--- src/rtl/chlcd_pkg.sv ---
package chlcd_pkg;

    localparam int          DD_AW   = 7;
    localparam int          CG_AW   = 6;
    localparam logic [7:0]  BLANK   = 8'h20;
    localparam logic [6:0]  SPAN_2L = 7'd40;
    localparam logic [6:0]  SPAN_1L = 7'd80;

    typedef enum logic [3:0] {
        OP_NONE,
        OP_CLEAR,
        OP_HOME,
        OP_ENTRY,
        OP_DISP,
        OP_SHIFT,
        OP_FUNC,
        OP_CGADR,
        OP_DDADR
    } op_e;

    typedef struct packed {
        logic inc;
        logic shf;
    } entry_t;

    typedef struct packed {
        logic on;
        logic cur;
        logic blink;
    } disp_t;

    typedef struct packed {
        logic bus8;
        logic two;
        logic tall;
    } func_t;

    // Highest set bit picks the instruction.
    function automatic op_e decode_op(input logic [7:0] d);
        op_e r;
        casez (d)
            8'b1???????: r = OP_DDADR;
            8'b01??????: r = OP_CGADR;
            8'b001?????: r = OP_FUNC;
            8'b0001????: r = OP_SHIFT;
            8'b00001???: r = OP_DISP;
            8'b000001??: r = OP_ENTRY;
            8'b0000001?: r = OP_HOME;
            8'b00000001: r = OP_CLEAR;
            default:     r = OP_NONE;
        endcase
        return r;
    endfunction

    // Display-store counter step with per-line seams.
    function automatic logic [6:0] dd_step(input logic [6:0] a, input logic up,
                                           input logic two);
        logic [6:0] r;
        if (two) begin
            if (up) r = (a == 7'h27) ? 7'h40 : (a == 7'h67) ? 7'h00 : a + 7'd1;
            else    r = (a == 7'h40) ? 7'h27 : (a == 7'h00) ? 7'h67 : a - 7'd1;
        end else begin
            if (up) r = (a == 7'h4F) ? 7'h00 : a + 7'd1;
            else    r = (a == 7'h00) ? 7'h4F : a - 7'd1;
        end
        return r;
    endfunction

    // Pattern-store counter step, modulo 64.
    function automatic logic [6:0] cg_step(input logic [5:0] a, input logic up);
        logic [5:0] r;
        r = up ? a + 6'd1 : a - 6'd1;
        return {1'b0, r};
    endfunction

    // Window offset step, modulo the line span.
    function automatic logic [6:0] shift_step(input logic [6:0] s, input logic up,
                                              input logic two);
        logic [6:0] span;
        logic [6:0] r;
        span = two ? SPAN_2L : SPAN_1L;
        if (up) r = (s >= span - 7'd1) ? 7'd0 : s + 7'd1;
        else    r = (s == 7'd0 || s >= span) ? span - 7'd1 : s - 7'd1;
        return r;
    endfunction

endpackage

--- src/rtl/chlcd_busy.sv ---
module chlcd_busy #(
    parameter int LONG_CYC  = 82000,
    parameter int SHORT_CYC = 2000
) (
    input  logic clk,
    input  logic rst,
    input  logic start,
    input  logic long_sel,
    output logic busy
);
    localparam int CW = $clog2(LONG_CYC + 1);

    logic [CW-1:0] cnt;

    always_ff @(posedge clk) begin
        if (rst)
            cnt <= '0;
        else if (start)
            cnt <= long_sel ? CW'(LONG_CYC) : CW'(SHORT_CYC);
        else if (cnt != '0)
            cnt <= cnt - 1'b1;
    end

    assign busy = (cnt != '0);

    AST_BUSY_ON_START: assert property (@(posedge clk) disable iff (rst)
        start |=> busy);

endmodule

--- src/rtl/chlcd_ram.sv ---
module chlcd_ram #(
    parameter int         AW   = 7,
    parameter logic [7:0] FILL = 8'h00
) (
    input  logic          clk,
    input  logic          rst,
    input  logic          clr,
    input  logic          we,
    input  logic [AW-1:0] waddr,
    input  logic [7:0]    wdata,
    input  logic [AW-1:0] raddr,
    output logic [7:0]    rdata
);
    localparam int DEPTH = 1 << AW;

    logic [7:0] mem [DEPTH];

    always_ff @(posedge clk) begin
        if (rst || clr) begin
            for (int i = 0; i < DEPTH; i++) mem[i] <= FILL;
        end else if (we) begin
            mem[waddr] <= wdata;
        end
    end

    assign rdata = mem[raddr];

endmodule

--- src/rtl/chlcd_addr.sv ---
module chlcd_addr
    import chlcd_pkg::*;
(
    input  logic       clk,
    input  logic       rst,
    input  logic       home,
    input  logic       load,
    input  logic       load_cg,
    input  logic [6:0] load_val,
    input  logic       step,
    input  logic       step_up,
    input  logic       two_line,
    output logic [6:0] ac,
    output logic       is_cg
);

    always_ff @(posedge clk) begin
        if (rst || home) begin
            ac    <= 7'd0;
            is_cg <= 1'b0;
        end else if (load) begin
            ac    <= load_val;
            is_cg <= load_cg;
        end else if (step) begin
            ac <= is_cg ? cg_step(ac[5:0], step_up) : dd_step(ac, step_up, two_line);
        end
    end

    AST_DD_SEAM_UP: assert property (@(posedge clk) disable iff (rst)
        (step && !load && !home && step_up && !is_cg && two_line && ac == 7'h27)
        |=> ac == 7'h40);

    AST_DD_SEAM_DOWN: assert property (@(posedge clk) disable iff (rst)
        (step && !load && !home && !step_up && !is_cg && two_line && ac == 7'h00)
        |=> ac == 7'h67);

    AST_CG_WRAP: assert property (@(posedge clk) disable iff (rst)
        (step && !load && !home && step_up && is_cg && ac[5:0] == 6'h3F)
        |=> ac == 7'h00);

endmodule

--- src/rtl/chlcd_ctrl.sv ---
module chlcd_ctrl
    import chlcd_pkg::*;
#(
    parameter int LONG_CYC  = 82000,
    parameter int SHORT_CYC = 2000
) (
    input  logic       clk,
    input  logic       rst,
    input  logic       sel_data,
    input  logic       dir_rd,
    input  logic       xfer_en,
    input  logic [7:0] bus_din,
    output logic [7:0] bus_dout,
    output logic       disp_on,
    output logic       cursor_on,
    output logic       blink_on,
    output logic       bus_8bit,
    output logic       two_line,
    output logic       font_tall,
    output logic [6:0] shift_ofs,
    output logic       overrun
);

    logic       en_q;
    logic       fall, status_rd, touch, accept, reject;
    logic       do_instr, do_data, do_dwr;
    logic       busy, busy_start, long_sel;
    logic       go_home, load, load_cg, cur_move, step, step_up;
    logic [6:0] load_val;
    logic [6:0] ac;
    logic       is_cg;
    logic [7:0] dd_q, cg_q;
    op_e        op;
    entry_t     ent_q;
    disp_t      disp_q;
    func_t      func_q;
    logic [6:0] sh_q;
    logic       ovr_q;

    // Transfer strobe: completes on the falling enable edge.
    always_ff @(posedge clk) begin
        if (rst) en_q <= 1'b0;
        else     en_q <= xfer_en;
    end

    assign fall      = en_q & ~xfer_en;
    assign status_rd = fall & ~sel_data & dir_rd;
    assign touch     = fall & ~status_rd;
    assign accept    = touch & ~busy;
    assign reject    = touch & busy;
    assign do_instr  = accept & ~sel_data & ~dir_rd;
    assign do_data   = accept & sel_data;
    assign do_dwr    = do_data & ~dir_rd;

    assign op        = decode_op(bus_din);
    assign go_home   = do_instr && (op == OP_CLEAR || op == OP_HOME);
    assign load      = do_instr && (op == OP_CGADR || op == OP_DDADR);
    assign load_cg   = (op == OP_CGADR);
    assign load_val  = load_cg ? {1'b0, bus_din[5:0]} : bus_din[6:0];
    assign cur_move  = do_instr && (op == OP_SHIFT) && !bus_din[3];
    assign step      = do_data | cur_move;
    assign step_up   = do_data ? ent_q.inc : bus_din[2];
    assign busy_start = do_data || (do_instr && op != OP_NONE);
    assign long_sel  = (op == OP_CLEAR || op == OP_HOME);

    chlcd_busy #(
        .LONG_CYC (LONG_CYC),
        .SHORT_CYC(SHORT_CYC)
    ) u_busy (
        .clk     (clk),
        .rst     (rst),
        .start   (busy_start),
        .long_sel(long_sel),
        .busy    (busy)
    );

    chlcd_addr u_addr (
        .clk     (clk),
        .rst     (rst),
        .home    (go_home),
        .load    (load),
        .load_cg (load_cg),
        .load_val(load_val),
        .step    (step),
        .step_up (step_up),
        .two_line(func_q.two),
        .ac      (ac),
        .is_cg   (is_cg)
    );

    chlcd_ram #(.AW(DD_AW), .FILL(BLANK)) u_dd (
        .clk  (clk),
        .rst  (rst),
        .clr  (do_instr && op == OP_CLEAR),
        .we   (do_dwr && !is_cg),
        .waddr(ac),
        .wdata(bus_din),
        .raddr(ac),
        .rdata(dd_q)
    );

    chlcd_ram #(.AW(CG_AW), .FILL(8'h00)) u_cg (
        .clk  (clk),
        .rst  (rst),
        .clr  (1'b0),
        .we   (do_dwr && is_cg),
        .waddr(ac[5:0]),
        .wdata(bus_din),
        .raddr(ac[5:0]),
        .rdata(cg_q)
    );

    // Mode state, window offset and overrun.
    always_ff @(posedge clk) begin
        if (rst) begin
            ent_q  <= '{inc: 1'b1, shf: 1'b0};
            disp_q <= '{on: 1'b0, cur: 1'b0, blink: 1'b0};
            func_q <= '{bus8: 1'b1, two: 1'b0, tall: 1'b0};
            sh_q   <= 7'd0;
            ovr_q  <= 1'b0;
        end else begin
            if (reject) ovr_q <= 1'b1;
            if (do_instr) begin
                case (op)
                    OP_ENTRY: ent_q  <= '{inc: bus_din[1], shf: bus_din[0]};
                    OP_DISP:  disp_q <= '{on: bus_din[2], cur: bus_din[1], blink: bus_din[0]};
                    OP_FUNC:  func_q <= '{bus8: bus_din[4], two: bus_din[3], tall: bus_din[2]};
                    OP_CLEAR,
                    OP_HOME:  sh_q   <= 7'd0;
                    OP_SHIFT: if (bus_din[3]) sh_q <= shift_step(sh_q, ~bus_din[2], func_q.two);
                    default: ;
                endcase
            end
            if (do_data && ent_q.shf && !is_cg)
                sh_q <= shift_step(sh_q, ent_q.inc, func_q.two);
        end
    end

    always_comb begin
        bus_dout = 8'h00;
        if (dir_rd) bus_dout = sel_data ? (is_cg ? cg_q : dd_q) : {busy, ac};
    end

    assign disp_on   = disp_q.on;
    assign cursor_on = disp_q.cur;
    assign blink_on  = disp_q.blink;
    assign bus_8bit  = func_q.bus8;
    assign two_line  = func_q.two;
    assign font_tall = func_q.tall;
    assign shift_ofs = sh_q;
    assign overrun   = ovr_q;

    AST_REJECT_HOLDS_AC: assert property (@(posedge clk) disable iff (rst)
        reject |=> (ac == $past(ac) && is_cg == $past(is_cg)));

    AST_OVERRUN_STICKY: assert property (@(posedge clk) disable iff (rst)
        ovr_q |=> ovr_q);

    AST_CLEAR_ORIGIN: assert property (@(posedge clk) disable iff (rst)
        (do_instr && op == OP_CLEAR) |=> (ac == 7'd0 && !is_cg && sh_q == 7'd0));

    AST_STATUS_NO_EFFECT: assert property (@(posedge clk) disable iff (rst)
        status_rd |=> (ac == $past(ac) && ovr_q == $past(ovr_q)));

endmodule

--- config.mk ---
export PLATFORM = sky130hd
export DESIGN_NAME = chlcd_ctrl
export DESIGN_NICKNAME = d
export VERILOG_FILES = /design/src/rtl/chlcd_pkg.sv /design/src/rtl/chlcd_busy.sv /design/src/rtl/chlcd_ram.sv /design/src/rtl/chlcd_addr.sv /design/src/rtl/chlcd_ctrl.sv
export SDC_FILE = /design/constraint.sdc
export NUM_CORES = 2
export LEC_CHECK = 0
export CORE_AREA = 2 2 388 390
export CTS_CLUSTER_SIZE = 16
export DETAILED_ROUTE_END_ITERATION = 6
export DIE_AREA = 0 0 390 392
export PLACE_DENSITY = 0.65
export SLEW_MARGIN = 20
export SYNTH_ARGS = -nofsm -noshare
export SYNTH_HDL_FRONTEND = slang
export SYNTH_SLANG_ARGS = --single-unit
--- constraint.sdc ---
create_clock -name clk -period 9.6 [get_ports clk]
set_clock_uncertainty 0.2 [all_clocks]
set_input_delay 1.44 -clock clk [delete_from_list [all_inputs] [get_ports clk]]
set_output_delay 1.44 -clock clk [all_outputs]
set_load 0.02 [all_outputs]
==> impl_metrics.env <==
export IMPL_firstDrtPassIters=5
export IMPL_detailedPlace_worstSlack_ps=2803
export IMPL_report_final_hold_viol_count=0
export IMPL_largest_delay_contributor_family_on_the_critical_path="buffers and inverters"
export IMPL_rsz0062_at_grt="false"
export IMPL_synth_edf_count=1536
export IMPL_setup_viol=0
export IMPL_ios=35
export IMPL_syn_to_final_growth_pct=9.563
export IMPL_synth_top_family_by_area="simple AND/OR/NAND/NOR gates"
export IMPL_slew_viol_final=0
export IMPL_postSynthCellCount=5242
export IMPL_worst_hold_path_type="reg -> reg"
export IMPL_post_cts_resized=0
export IMPL_worst_slew_pin_slew_ps=1117
export IMPL_timing_final_crit_share_pct=73.42
export IMPL_synth_distinct_cells=79
export IMPL_dr_total_vias=44600
export IMPL_synth_compound_area_share_pct=3.539
export IMPL_cts_htree_levels=4
export IMPL_fp_coreArea_um2=148900
export IMPL_floorplan_initialDensity_pct=49.75
export IMPL_tritoncts_num_buffers=164
export IMPL_multi_input_comb_area_um2=24730
export IMPL_worst_r2r_startpoint="u_busy.cnt[12]$_SDFFE_PP0P_"
export IMPL_totalWireLength_um=191300
export IMPL_worst_ep_arrival_time_ps=5410
export IMPL_timing_worst_setup_path_type="reg -> out"
export IMPL_max_stage_delay_ps=700
export IMPL_cts_root_buffer="sky130_fd_sc_hd__clkbuf_16"
export IMPL_timing_setup_tns_ps=0
export IMPL_timing_critical_path_to_type="primary output"
export IMPL_port_buffers=34
export IMPL_synth_xor_area_share_pct=0.3311
export IMPL_post_cts_buffers=0
export IMPL_final_setup_worst_slack_ps=2552
export IMPL_syn_num_nets=5267
export IMPL_warnings_synthesis=0
export IMPL_timing_hold_worst_endpoint="overrun$_SDFFE_PP0P_"
export IMPL_minimum_hold_slack_ps=289.6
export IMPL_relative_slew_margins_pct=24.73
export IMPL_run_status="complete, no violations"
export IMPL_crit_buf_inv=3
export IMPL_clock_latency_on_the_worst_skew_pair_ps=790
export IMPL_nets=5061
export IMPL_worst_hold_startpoint="overrun$_SDFFE_PP0P_"
export IMPL_holdPathStages=2
export IMPL_post_synth_instance_area_um2=74070
export IMPL_clock_tree_from_tritoncts="done"
export IMPL_avgViaCountPerCell=6.266
export IMPL_floorplan_die_width_um=390
export IMPL_first_global_vias=44690
export IMPL_cp_max_fo=74
export IMPL_critical_path_startpoint_type="register"
export IMPL_drive_gt1_share_pct=17.38
export IMPL_synth_async_sr_flop_share_pct=0
export IMPL_postCtsHoldBufs=0
export IMPL_clock_sinks=1585
export IMPL_first_pass_grt_wire_length_um=289500
export IMPL_clk_path_buf_depth=3
export IMPL_seq_cell_area_um2=47130
export IMPL_antenna_cells_inserted=0
export IMPL_avgSynthCellArea_um2=14.13
export IMPL_timing_fmax_ghz=0.1419
export IMPL_detail_route_iter0_violations=4932
export IMPL_floorplan_die_area_um2=152900
export IMPL_cp_data_required_time_ps=7960
export IMPL_p_leak_nw=25.81
export IMPL_ys_dominant_reg_cell="sky130_fd_sc_hd__edfxtp_1"
export IMPL_ys_ff_latch=1585
export IMPL_crit_path_cell_trace="buf_4 > buf_12 > mux4_2 > mux4_2 > mux2_2 > nand2_1 > o21ai_0 > nand2_1 > nand3_1 > clkdlybuf4s50_1"
export IMPL_worstRegToRegCells=12
export IMPL_floorplan_rows=142
export IMPL_setup_reg_to_reg_worst_slack_ps=4680
export IMPL_grt_overflow_total=0
export IMPL_wire_per_inst_um=26.88
export IMPL_muxShareOfSynthArea_pct=14.15
export IMPL_drtAntennaViolNets=0
export IMPL_vdd_ir_drop_max_v=0.0001424
export IMPL_synth_adder_area_share_pct=0.2027
export IMPL_count_of_fill_cells_added_during_filler_insertion=11960
export IMPL_timing_max_cap_violations=0
export IMPL_maximum_number_of_pins_on_one_net_before_global_route_repair=134
export IMPL_synth_simple_area_share_pct=15.00
export IMPL_remaining_drc_errors=0
export IMPL_cellPowerDensity_nw_per_um2=187.7
export IMPL_initial_antenna_violation_count=3
export IMPL_place_detailed_hpwl_um=116800
export IMPL_clk_pin_slew_ps=60
export IMPL_globalplace_congestion=0.8514
export IMPL_chipHeight_um=392
export IMPL_synth_seq_area_share_pct=63.59
export IMPL_timing_critical_path_slowest_stage_cell="sky130_fd_sc_hd__dfxtp_4"
export IMPL_timing_final_crit_period_ps=7048
export IMPL_globalRouteTotalUtil_pct=25.23
per-stage QoR:
stage	util, %	instance area (um^2)	total power, mW	cells
after floorplan	-	74070	8.781	5242
after global placement	51.06	76020	9.177	6814
after detailed placement	51.06	76020	9.201	6814
after CTS	54.51	81150	15.30	7117
after global routing	54.51	81150	15.67	7117
final	54.51	81150	15.23	7117
final cells by class:
type | instances | share of cell area, %
multi-input combinational | 3072 | 30.47
sequential | 1585 | 58.07
inverter | 23 | 0.1434
clock inverter | 94 | 0.9220
clock buffer | 209 | 5.408
timing repair buffer | 190 | 1.992
tap | 1944 | 2.997
layer usage:
| metal | share of wire (%) | up-vias | GRT usage, % |
|---|---|---|---|
| li1 | - | 19490 | - |
| met1 | 42 | 22890 | 36.02 |
| met2 | 47 | 1875 | 39.95 |
| met3 | 7.4 | 344 | 3.776 |
| met4 | 3.2 | 0 | 8.459 |
| met5 | 0 | - | 0 |
cells in the mapped netlist (6+ instances only):
| cell | instances | area, um^2 |
|---|---|---|
| sky130_fd_sc_hd__a211o_1 | 7 | 61.31 |
| sky130_fd_sc_hd__nor3b_1 | 7 | 52.55 |
| sky130_fd_sc_hd__dfxtp_1 | 49 | 980.9 |
| sky130_fd_sc_hd__nor4_1 | 26 | 162.7 |
| sky130_fd_sc_hd__o311ai_0 | 6 | 52.55 |
| sky130_fd_sc_hd__a22oi_1 | 26 | 195.2 |
| sky130_fd_sc_hd__mux4_2 | 416 | 9369 |
| sky130_fd_sc_hd__ha_1 | 12 | 150.1 |
| sky130_fd_sc_hd__or3_1 | 23 | 143.9 |
| sky130_fd_sc_hd__a221o_1 | 6 | 60.06 |
| sky130_fd_sc_hd__buf_1 | 58 | 217.7 |
| sky130_fd_sc_hd__a221oi_1 | 14 | 122.6 |
| sky130_fd_sc_hd__mux2_2 | 14 | 157.7 |
| sky130_fd_sc_hd__and2_1 | 773 | 4836 |
| sky130_fd_sc_hd__o2111ai_1 | 7 | 61.31 |
| sky130_fd_sc_hd__buf_2 | 46 | 230.2 |
| sky130_fd_sc_hd__xor2_1 | 10 | 87.58 |
| sky130_fd_sc_hd__nand3_1 | 44 | 220.2 |
| sky130_fd_sc_hd__nor3_1 | 645 | 3228 |
| sky130_fd_sc_hd__a21oi_1 | 48 | 240.2 |
| sky130_fd_sc_hd__o21ai_0 | 206 | 1031 |
| sky130_fd_sc_hd__o211ai_1 | 20 | 150.1 |
| sky130_fd_sc_hd__mux2i_1 | 94 | 940.9 |
| sky130_fd_sc_hd__xnor2_1 | 18 | 157.7 |
| sky130_fd_sc_hd__buf_6 | 9 | 101.4 |
| sky130_fd_sc_hd__clkbuf_1 | 443 | 1663 |
| sky130_fd_sc_hd__nor2_2 | 24 | 150.1 |
| sky130_fd_sc_hd__nand2_1 | 224 | 840.8 |
| sky130_fd_sc_hd__nor2_1 | 248 | 930.9 |
| sky130_fd_sc_hd__nor2b_1 | 22 | 137.6 |
| sky130_fd_sc_hd__edfxtp_1 | 1536 | 46120 |
| sky130_fd_sc_hd__o22ai_1 | 18 | 112.6 |
| sky130_fd_sc_hd__nand2b_1 | 16 | 100.1 |
| sky130_fd_sc_hd__a211oi_1 | 14 | 105.1 |
| sky130_fd_sc_hd__inv_1 | 17 | 63.81 |
worst register-to-register path, stage by stage (launching register included):
cell,delay (ps)
sky130_fd_sc_hd__dfxtp_1,350
sky130_fd_sc_hd__nor4_1,520
sky130_fd_sc_hd__nand3_1,670
sky130_fd_sc_hd__or4_1,860
sky130_fd_sc_hd__nand2_4,230
sky130_fd_sc_hd__xnor2_1,100
sky130_fd_sc_hd__ha_1,260
sky130_fd_sc_hd__or3_1,320
sky130_fd_sc_hd__a2111oi_0,370
sky130_fd_sc_hd__nor3_1,90
sky130_fd_sc_hd__a311o_1,300
sky130_fd_sc_hd__xor2_1,140
sky130_fd_sc_hd__a211oi_1,380
sequential cells by signal, indices dropped and copies added (netlist names), 2 cells and up, named ones only:
| signal | cells |
|---|---|
| u_busy.cnt | 17 |
| u_dd.mem | 1024 |
| u_cg.mem | 512 |
| shift_ofs | 7 |
| ent_q | 2 |
| u_addr.ac | 7 |
report_power, final:
part           internal [mW]  switching [mW]
registers               7.79          0.0976
logic                  0.391           0.785
clock network           3.48            2.69
worst max path at each step:
stage,slack (ps),to,from,cells after the start
2_1_floorplan,4910,bus_dout[0],sel_data,8
3_3_place_gp,2950,bus_dout[3],sel_data,9
3_5_place_dp,2800,bus_dout[5],sel_data,9
4_1_cts,2430,bus_dout[3],register,10
5_1_grt,2260,bus_dout[3],register,10
6_report,2550,bus_dout[3],register,10
cell families after synthesis:
kind of cell,after synthesis
buffers and inverters,585
multiplexers,525
adder cells (fa/ha/maj),12
AND/OR/NAND/NOR,2084
AO/OA/AOI/OAI,423
flip-flops,1585
XOR/XNOR,28
placed cells by master, fill, tap and decap left out, types with 10 or more instances in the layout:
cell type                            n
sky130_fd_sc_hd__edfxtp_1         1536
sky130_fd_sc_hd__and2_1            773
sky130_fd_sc_hd__nor3_1            645
sky130_fd_sc_hd__mux4_2            416
sky130_fd_sc_hd__nor2_1            248
sky130_fd_sc_hd__nand2_1           217
sky130_fd_sc_hd__clkbuf_16         169
sky130_fd_sc_hd__buf_4             148
sky130_fd_sc_hd__o21ai_1           107
sky130_fd_sc_hd__o21ai_0           103
sky130_fd_sc_hd__mux2i_1            94
sky130_fd_sc_hd__a21oi_1            47
sky130_fd_sc_hd__dfxtp_1            43
sky130_fd_sc_hd__clkbuf_1           39
sky130_fd_sc_hd__clkinv_1           37
sky130_fd_sc_hd__nand3_1            37
sky130_fd_sc_hd__clkdlybuf4s50_1    30
sky130_fd_sc_hd__clkinv_2           28
sky130_fd_sc_hd__nor4_1             26
sky130_fd_sc_hd__a22oi_1            26
sky130_fd_sc_hd__nor2_2             24
sky130_fd_sc_hd__nor2b_1            22
sky130_fd_sc_hd__o211ai_1           20
sky130_fd_sc_hd__xnor2_1            18
sky130_fd_sc_hd__o22ai_1            18
sky130_fd_sc_hd__nand2b_1           16
sky130_fd_sc_hd__inv_1              15
sky130_fd_sc_hd__mux2_2             14
sky130_fd_sc_hd__a221oi_1           14
sky130_fd_sc_hd__a211oi_1           14
sky130_fd_sc_hd__or3_1              13
sky130_fd_sc_hd__ha_1               12
sky130_fd_sc_hd__xor2_1             10
Note: power is estimated with default switching activity, not from simulation.
